<file path="src/rtl/fcs_pkg.sv">
package fcs_pkg;
  typedef enum logic [1:0] {
    MODE_NONE  = 2'b00,
    MODE_BIT   = 2'b01,
    MODE_BYTE  = 2'b10,
    MODE_NONE2 = 2'b11
  } modeT;

  // Strobes from control to datapath, one cycle each
  typedef struct packed {
    logic load;    // preset register, clear verdict
    logic accum;   // fold one data bit
    logic shift;   // emit one check bit
    logic eval;    // latch verdict
    logic invert;  // complement emitted bits
    logic active;  // error control on
  } strobeT;
endpackage

</file>
<file path="src/rtl/fcs_ctrl.sv">
module fcs_ctrl
  import fcs_pkg::*;
#(
  parameter int W = 16,
  parameter logic [W-1:0] POLY_CCITT = 16'h1021,
  parameter logic [W-1:0] POLY_CRC16 = 16'h8005,
  parameter logic [W-1:0] BIT_RESIDUE = 16'h1D0F
) (
  input  logic         clk,
  input  logic         rst,
  input  logic [1:0]   modeSel,
  input  logic         polySel,
  input  logic         clearFrame,
  input  logic         bitValid,
  input  logic         shiftOut,
  input  logic         endFrame,
  output strobeT       strb,
  output logic [W-1:0] polyVal,
  output logic [W-1:0] presetVal,
  output logic [W-1:0] residueVal
);
  logic isBit, isByte;

  always_comb begin
    isBit  = (modeT'(modeSel) == MODE_BIT);
    isByte = (modeT'(modeSel) == MODE_BYTE);
    strb.load   = clearFrame;
    strb.active = isBit | isByte;
    strb.accum  = strb.active & bitValid & ~clearFrame;
    strb.shift  = strb.active & shiftOut & ~clearFrame & ~bitValid;
    strb.eval   = endFrame & ~clearFrame;
    strb.invert = isBit;
    presetVal   = isBit ? {W{1'b1}} : {W{1'b0}};
    residueVal  = isBit ? BIT_RESIDUE : {W{1'b0}};
    polyVal     = (isBit | polySel) ? POLY_CCITT : POLY_CRC16;
  end

  // clear wins over every other request
  p_clear_priority_r10: assert property (@(posedge clk) disable iff (rst)
    clearFrame |-> !strb.accum && !strb.shift && !strb.eval);
  // no error control -> nothing emitted or folded
  p_none_idle_r5: assert property (@(posedge clk) disable iff (rst)
    (modeSel == 2'b00 || modeSel == 2'b11) |-> !strb.shift && !strb.accum);
endmodule

</file>
<file path="src/rtl/fcs_datapath.sv">
module fcs_datapath
  import fcs_pkg::*;
#(
  parameter int W = 16
) (
  input  logic         clk,
  input  logic         rst,
  input  strobeT       strb,
  input  logic [W-1:0] polyVal,
  input  logic [W-1:0] presetVal,
  input  logic [W-1:0] residueVal,
  input  logic         bitIn,
  output logic         serialOut,
  output logic         errOut,
  output logic [W-1:0] crcState
);
  logic [W-1:0] crcReg, crcNext;
  logic         errReg, feedback;

  always_comb begin
    feedback = crcReg[W-1] ^ bitIn;
    crcNext  = {crcReg[W-2:0], 1'b0} ^ (feedback ? polyVal : {W{1'b0}});
  end

  always_ff @(posedge clk) begin
    if (rst || strb.load) begin
      crcReg <= presetVal;
      errReg <= 1'b0;
    end else begin
      if (strb.accum)      crcReg <= crcNext;
      else if (strb.shift) crcReg <= {crcReg[W-2:0], 1'b0};
      if (strb.eval)       errReg <= strb.active && (crcReg != residueVal);
    end
  end

  assign serialOut = crcReg[W-1] ^ strb.invert;
  assign errOut    = errReg;
  assign crcState  = crcReg;

  // verdict changes only on evaluate or clear
  p_err_hold_r8: assert property (@(posedge clk) disable iff (rst)
    !strb.load && !strb.eval |=> $stable(errReg));
  // idle cycles keep the register
  p_idle_stable_r6: assert property (@(posedge clk) disable iff (rst)
    !strb.load && !strb.accum && !strb.shift |=> $stable(crcReg));
endmodule

</file>
<file path="src/rtl/fcs_unit.sv">
module fcs_unit
  import fcs_pkg::*;
#(
  parameter int W = 16,
  parameter logic [W-1:0] POLY_CCITT = 16'h1021,
  parameter logic [W-1:0] POLY_CRC16 = 16'h8005,
  parameter logic [W-1:0] BIT_RESIDUE = 16'h1D0F
) (
  input  logic       clk,
  input  logic       rst,
  input  logic [1:0] modeSel,
  input  logic       polySel,
  input  logic       clearFrame,
  input  logic       bitValid,
  input  logic       bitIn,
  input  logic       shiftOut,
  input  logic       endFrame,
  output logic       checkOut,
  output logic       checkValid,
  output logic       errFlag
);
  strobeT       strb;
  logic [W-1:0] polyVal, presetVal, residueVal, crcState;

  fcs_ctrl #(.W(W), .POLY_CCITT(POLY_CCITT), .POLY_CRC16(POLY_CRC16),
             .BIT_RESIDUE(BIT_RESIDUE)) u_ctrl (
    .clk(clk), .rst(rst), .modeSel(modeSel), .polySel(polySel),
    .clearFrame(clearFrame), .bitValid(bitValid), .shiftOut(shiftOut),
    .endFrame(endFrame), .strb(strb), .polyVal(polyVal),
    .presetVal(presetVal), .residueVal(residueVal)
  );

  fcs_datapath #(.W(W)) u_dp (
    .clk(clk), .rst(rst), .strb(strb), .polyVal(polyVal),
    .presetVal(presetVal), .residueVal(residueVal), .bitIn(bitIn),
    .serialOut(checkOut), .errOut(errFlag), .crcState(crcState)
  );

  assign checkValid = strb.shift;

  // bit-oriented clear presets all ones
  p_bit_preset_r1: assert property (@(posedge clk) disable iff (rst)
    clearFrame && modeSel == 2'b01 |=> crcState == {W{1'b1}});
  // byte-control clear presets zeros
  p_byte_preset_r3: assert property (@(posedge clk) disable iff (rst)
    clearFrame && modeSel == 2'b10 |=> crcState == {W{1'b0}});
  // clear drops the verdict
  p_err_clear_r8: assert property (@(posedge clk) disable iff (rst)
    clearFrame |=> !errFlag);
  // no check bits without error control
  p_no_check_none_r5: assert property (@(posedge clk) disable iff (rst)
    (modeSel == 2'b00 || modeSel == 2'b11) |-> !checkValid);
endmodule

</file>
<file path="config.mk">
export PLATFORM = sky130hd
export DESIGN_NAME = fcs_unit
export DESIGN_NICKNAME = d
export VERILOG_FILES = /design/src/rtl/fcs_pkg.sv /design/src/rtl/fcs_ctrl.sv /design/src/rtl/fcs_datapath.sv /design/src/rtl/fcs_unit.sv
export SDC_FILE = /design/constraint.sdc
export NUM_CORES = 1
export LEC_CHECK = 0
export ABC_AREA = 0
export BUFFER_PORTS_ARGS = -buffer_cell sky130_fd_sc_hd__buf_2
export CORE_UTILIZATION = 35
export DETAILED_ROUTE_END_ITERATION = 6
export PLACE_DENSITY = 0.6
export SYNTH_ARGS = -nofsm -noshare
export SYNTH_HDL_FRONTEND = slang
export SYNTH_SLANG_ARGS = --single-unit
</file>
<file path="constraint.sdc">
create_clock -name clk -period 4.2 [get_ports clk]
set_input_delay 0.63 -clock clk [delete_from_list [all_inputs] [get_ports clk]]
set_output_delay 0.63 -clock clk [all_outputs]
set_load 0.01 [all_outputs]
</file>
==> impl_table.tex <==
\begin{tabular}{lr}
\hline
Metric & Value \\
\hline
\multicolumn{2}{l}{\textbf{GRT}} \\
Overall overflow remaining after global route & 0 \\
Global router's overall resource usage & 0.1459 \\
Initial antenna violation count & 0 \\
Via count of the first global-routing pass & 604 \\
First-pass GRT wire length & 2.835 mm \\
Largest net degree at the start of global routing & 17 \\
\multicolumn{2}{l}{\textbf{Clock network}} \\
Num CTS Buffers & 3 \\
Max H-tree Level & 1 \\
CTS tree & yes \\
Number of buffers added for setup after CTS & 0 \\
Clk slew on worst S/H paths & 0.09 ns \\
CTS Hold Buffers Added & 0 \\
Number of gates given a new drive strength after cts & 0 \\
Worst-case clock buffer depth & 2 \\
Clk sinks & 17 \\
Clock Root Buffer & sky130\_fd\_sc\_hd\_\_clkbuf\_4 \\
Worst skew pair latency & 0.29 ns \\
\multicolumn{2}{l}{\textbf{Yosys}} \\
Flop and latch count out of synthesis & 17 \\
Yosys warns & 0 \\
Syn Area/Cell & 11.53 um2 \\
Distinct cells, synth & 34 \\
Post-Synthesis Cells & 79 \\
Summed instance area of the synthesized netlist & 910.9 um2 \\
Sequential cell area fraction in the yosys report & 0.5495 \\
Synthesized Nets & 90 \\
\multicolumn{2}{l}{\textbf{Setup path}} \\
Max FO, Critical Path & 4 \\
Critical path class & primary input to output pin \\
Required time worst endpoint & 3.57 ns \\
Arr. time, crit path & 1.55 ns \\
Crit path capture type & output pin \\
Kind of launch point of the worst setup path & primary input \\
\multicolumn{2}{l}{\textbf{STA}} \\
Final slew viol count & 0 \\
Relative slew margins & 0.3976 \\
Upper clock frequency limit & 0.4585 GHz \\
Final setup violating endpoints & 0 \\
Clk\_skew & 0.001118 ns \\
Minimum period implied by the final worst setup slack & 2.181 ns \\
Final hold violations & 0 \\
Setup total negative slack & 0 ns \\
Transition time at the pin with the least slew margin & 0.9003 ns \\
Final period utilization & 0.5193 \\
Setup repair after global routing missed its margin & no \\
\multicolumn{2}{l}{\textbf{Floorplanning}} \\
Die footprint & 2811 um2 \\
Initial Util & 0.3677 \\
Die span in y & 53.02 um \\
Top-level I/O count & 13 \\
Area of the placeable core & 2477 um2 \\
Width of the die & 53.02 um \\
Row Count & 18 \\
\multicolumn{2}{l}{\textbf{Route}} \\
Total number of vias & 651 \\
Antenna Violating Nets Remaining & 0 \\
Detailed Routing Iterations Pass 1 & 4 \\
Routed WL & 1.765 mm \\
Drt wl/cell & 14.47 um \\
Per-cell via count in the routed design & 5.336 \\
Number of design-rule violations left by the first detailed-router iteration & 16 \\
Residual DRC & 0 \\
\multicolumn{2}{l}{\textbf{Placed design}} \\
Placed cell count & 118 \\
Dpl hpwl & 1.219 mm \\
Final Wtd Congestion & 0.7525 \\
Number of buffers inserted by port buffering & 12 \\
Area after detailed placement & 991.0 um2 \\
\multicolumn{2}{l}{\textbf{Run status}} \\
Result of the run & finished clean \\
\multicolumn{2}{l}{\textbf{Finish}} \\
Fraction of final layout cells sized beyond drive strength 1 & 0.2174 \\
Final cell count without fillers & 122 \\
Number of nets in the layout & 104 \\
Area growth syn-to-layout & 11.68\% \\
Ant. Diodes & 0 \\
Final design area excluding fillers & 1017 um2 \\
\multicolumn{2}{l}{\textbf{Flow run}} \\
Number of violations of the max-capacitance limit & 0 \\
\multicolumn{2}{l}{\textbf{Pwr}} \\
Leakage power total & 0.4701 nW \\
Total power per unit cell area & 360.5 nW/um2 \\
Worst supply voltage drop on vdd & 0.1997 mV \\
\multicolumn{2}{l}{\textbf{Hold path}} \\
Hold Crit Class & flip-flop to flip-flop \\
\hline
\end{tabular}
[metal layers]
metal | share of wire | wire length, um | GRT usage | vias up
met3 | 0.051 | 90 | 0.01724 | 5
met5 | 0 | 0 | 0 | -
li1 | - | - | - | 327
met4 | 0.024 | 42 | 0.07895 | 0
met2 | 0.40 | 704 | 0.2068 | 21
met1 | 0.53 | 928 | 0.2134 | 298
[logic make-up (layout without fill, tap and decap cells)]
| family | Yosys count | count (layout) | synth area share |
|---|---|---|---|
| AO/OA/AOI/OAI | 26 | 26 | 0.1951 |
| XOR/XNOR | 2 | 2 | 0.01923 |
| adder cells (fa/ha/maj) | 1 | 1 | 0.01373 |
| buffers and inverters | 5 | 18 | 0.03159 |
| flip-flops | 17 | 17 | 0.5495 |
| multiplexers | 1 | 1 | 0.01099 |
| AND/OR/NAND/NOR | 27 | 27 | 0.1799 |
[critical path, cell delays in order]
cell and delay (ns):
sky130_fd_sc_hd__buf_2 0.10, sky130_fd_sc_hd__ha_1 0.33, sky130_fd_sc_hd__nor4b_1 0.31, sky130_fd_sc_hd__buf_2 0.19
[report_power, final]
part	switching [mW]	internal [mW]	total [mW]	leakage [nW]
combinational	0.0302	0.0257	0.0558	0.269
clock	0.0513	0.0370	0.0883	0.0150
sequential	0.0143	0.208	0.223	0.186
total	0.0958	0.271	0.367	0.470
[cells in the final DEF (no fill, tap or decap), types with 3 or more instances in the layout]
cell,synthesis,layout
sky130_fd_sc_hd__nor2_1,7,7
sky130_fd_sc_hd__edfxtp_1,16,16
sky130_fd_sc_hd__nand2_1,4,4
sky130_fd_sc_hd__buf_2,2,12
sky130_fd_sc_hd__a21oi_1,4,4
sky130_fd_sc_hd__clkbuf_4,0,3
sky130_fd_sc_hd__nor4_1,3,3
sky130_fd_sc_hd__a21o_1,11,11
[synthesized netlist by cell type]
library cell               instances  area (um2)
sky130_fd_sc_hd__a21o_1           11       82.58
sky130_fd_sc_hd__a21oi_1           4       20.02
sky130_fd_sc_hd__a21oi_2           1       8.760
sky130_fd_sc_hd__a31oi_1           1       6.260
sky130_fd_sc_hd__and2_4            1       8.760
sky130_fd_sc_hd__and3_1            1       6.260
sky130_fd_sc_hd__and4_1            1       8.760
sky130_fd_sc_hd__buf_2             2       10.01
sky130_fd_sc_hd__buf_6             1       11.26
sky130_fd_sc_hd__clkbuf_1          1       3.750
sky130_fd_sc_hd__dfxtp_1           1       20.02
sky130_fd_sc_hd__edfxtp_1         16       480.5
sky130_fd_sc_hd__ha_1              1       12.51
sky130_fd_sc_hd__inv_1             1       3.750
sky130_fd_sc_hd__mux2i_1           1       10.01
sky130_fd_sc_hd__nand2_1           4       15.01
sky130_fd_sc_hd__nand2b_1          1       6.260
sky130_fd_sc_hd__nand3_1           1       5.000
sky130_fd_sc_hd__nor2_1            7       26.28
sky130_fd_sc_hd__nor3_1            1       5.000
sky130_fd_sc_hd__nor3_4            1       16.27
sky130_fd_sc_hd__nor3b_1           2       15.01
sky130_fd_sc_hd__nor4_1            3       18.77
sky130_fd_sc_hd__nor4b_1           1       8.760
sky130_fd_sc_hd__o21a_1            1       7.510
sky130_fd_sc_hd__o21ai_0           2       10.01
sky130_fd_sc_hd__o21ai_1           1       5.000
sky130_fd_sc_hd__o21bai_1          1       7.510
sky130_fd_sc_hd__o22a_1            2       17.52
sky130_fd_sc_hd__o22ai_1           2       12.51
sky130_fd_sc_hd__or2_1             2       12.51
sky130_fd_sc_hd__or3b_4            1       11.26
sky130_fd_sc_hd__xnor2_1           1       8.760
sky130_fd_sc_hd__xor2_1            1       8.760
[per-stage QoR]
step	power, mW	setup slack, ns	utilization	hold WS, ns
after floorplan	0.2629	1.624	-	0.5206
after CTS	0.3709	2.015	0.4106	0.5679
final	0.3667	2.019	0.4106	0.5706
after global placement	0.2810	1.910	0.4000	0.5435
after global routing	0.3843	1.955	0.4106	0.5949
after detailed placement	0.2823	1.929	0.4000	0.5412
[final cells by class]
type	instances	area, um2
fillers	241	1460
flip-flops and latches	17	500.5
multi-input cells	57	381.6
repair buffers	13	67.56
well taps	30	37.54
clock buffers	4	26.28
inverters	1	3.754
[path summary, 6_finish.rpt]
kind	from	endpoint	slack (ns)	depth (start not counted)
worst max register to register	u_dp.crcState[15]	u_dp.crcState[2]	2.68	4
worst max-delay path	modeSel[0]	checkValid	2.02	4
worst min-delay path	u_dp.crcState[9]	u_dp.crcState[10]	0.57	1
worst min register to register	u_dp.crcState[9]	u_dp.crcState[10]	0.57	1
[sequential cells by signal, indices dropped and copies added (netlist names)]
signal	count
u_dp.crcState	16
u_dp.errOut	1
Note: power is estimated with default switching activity, not from simulation.
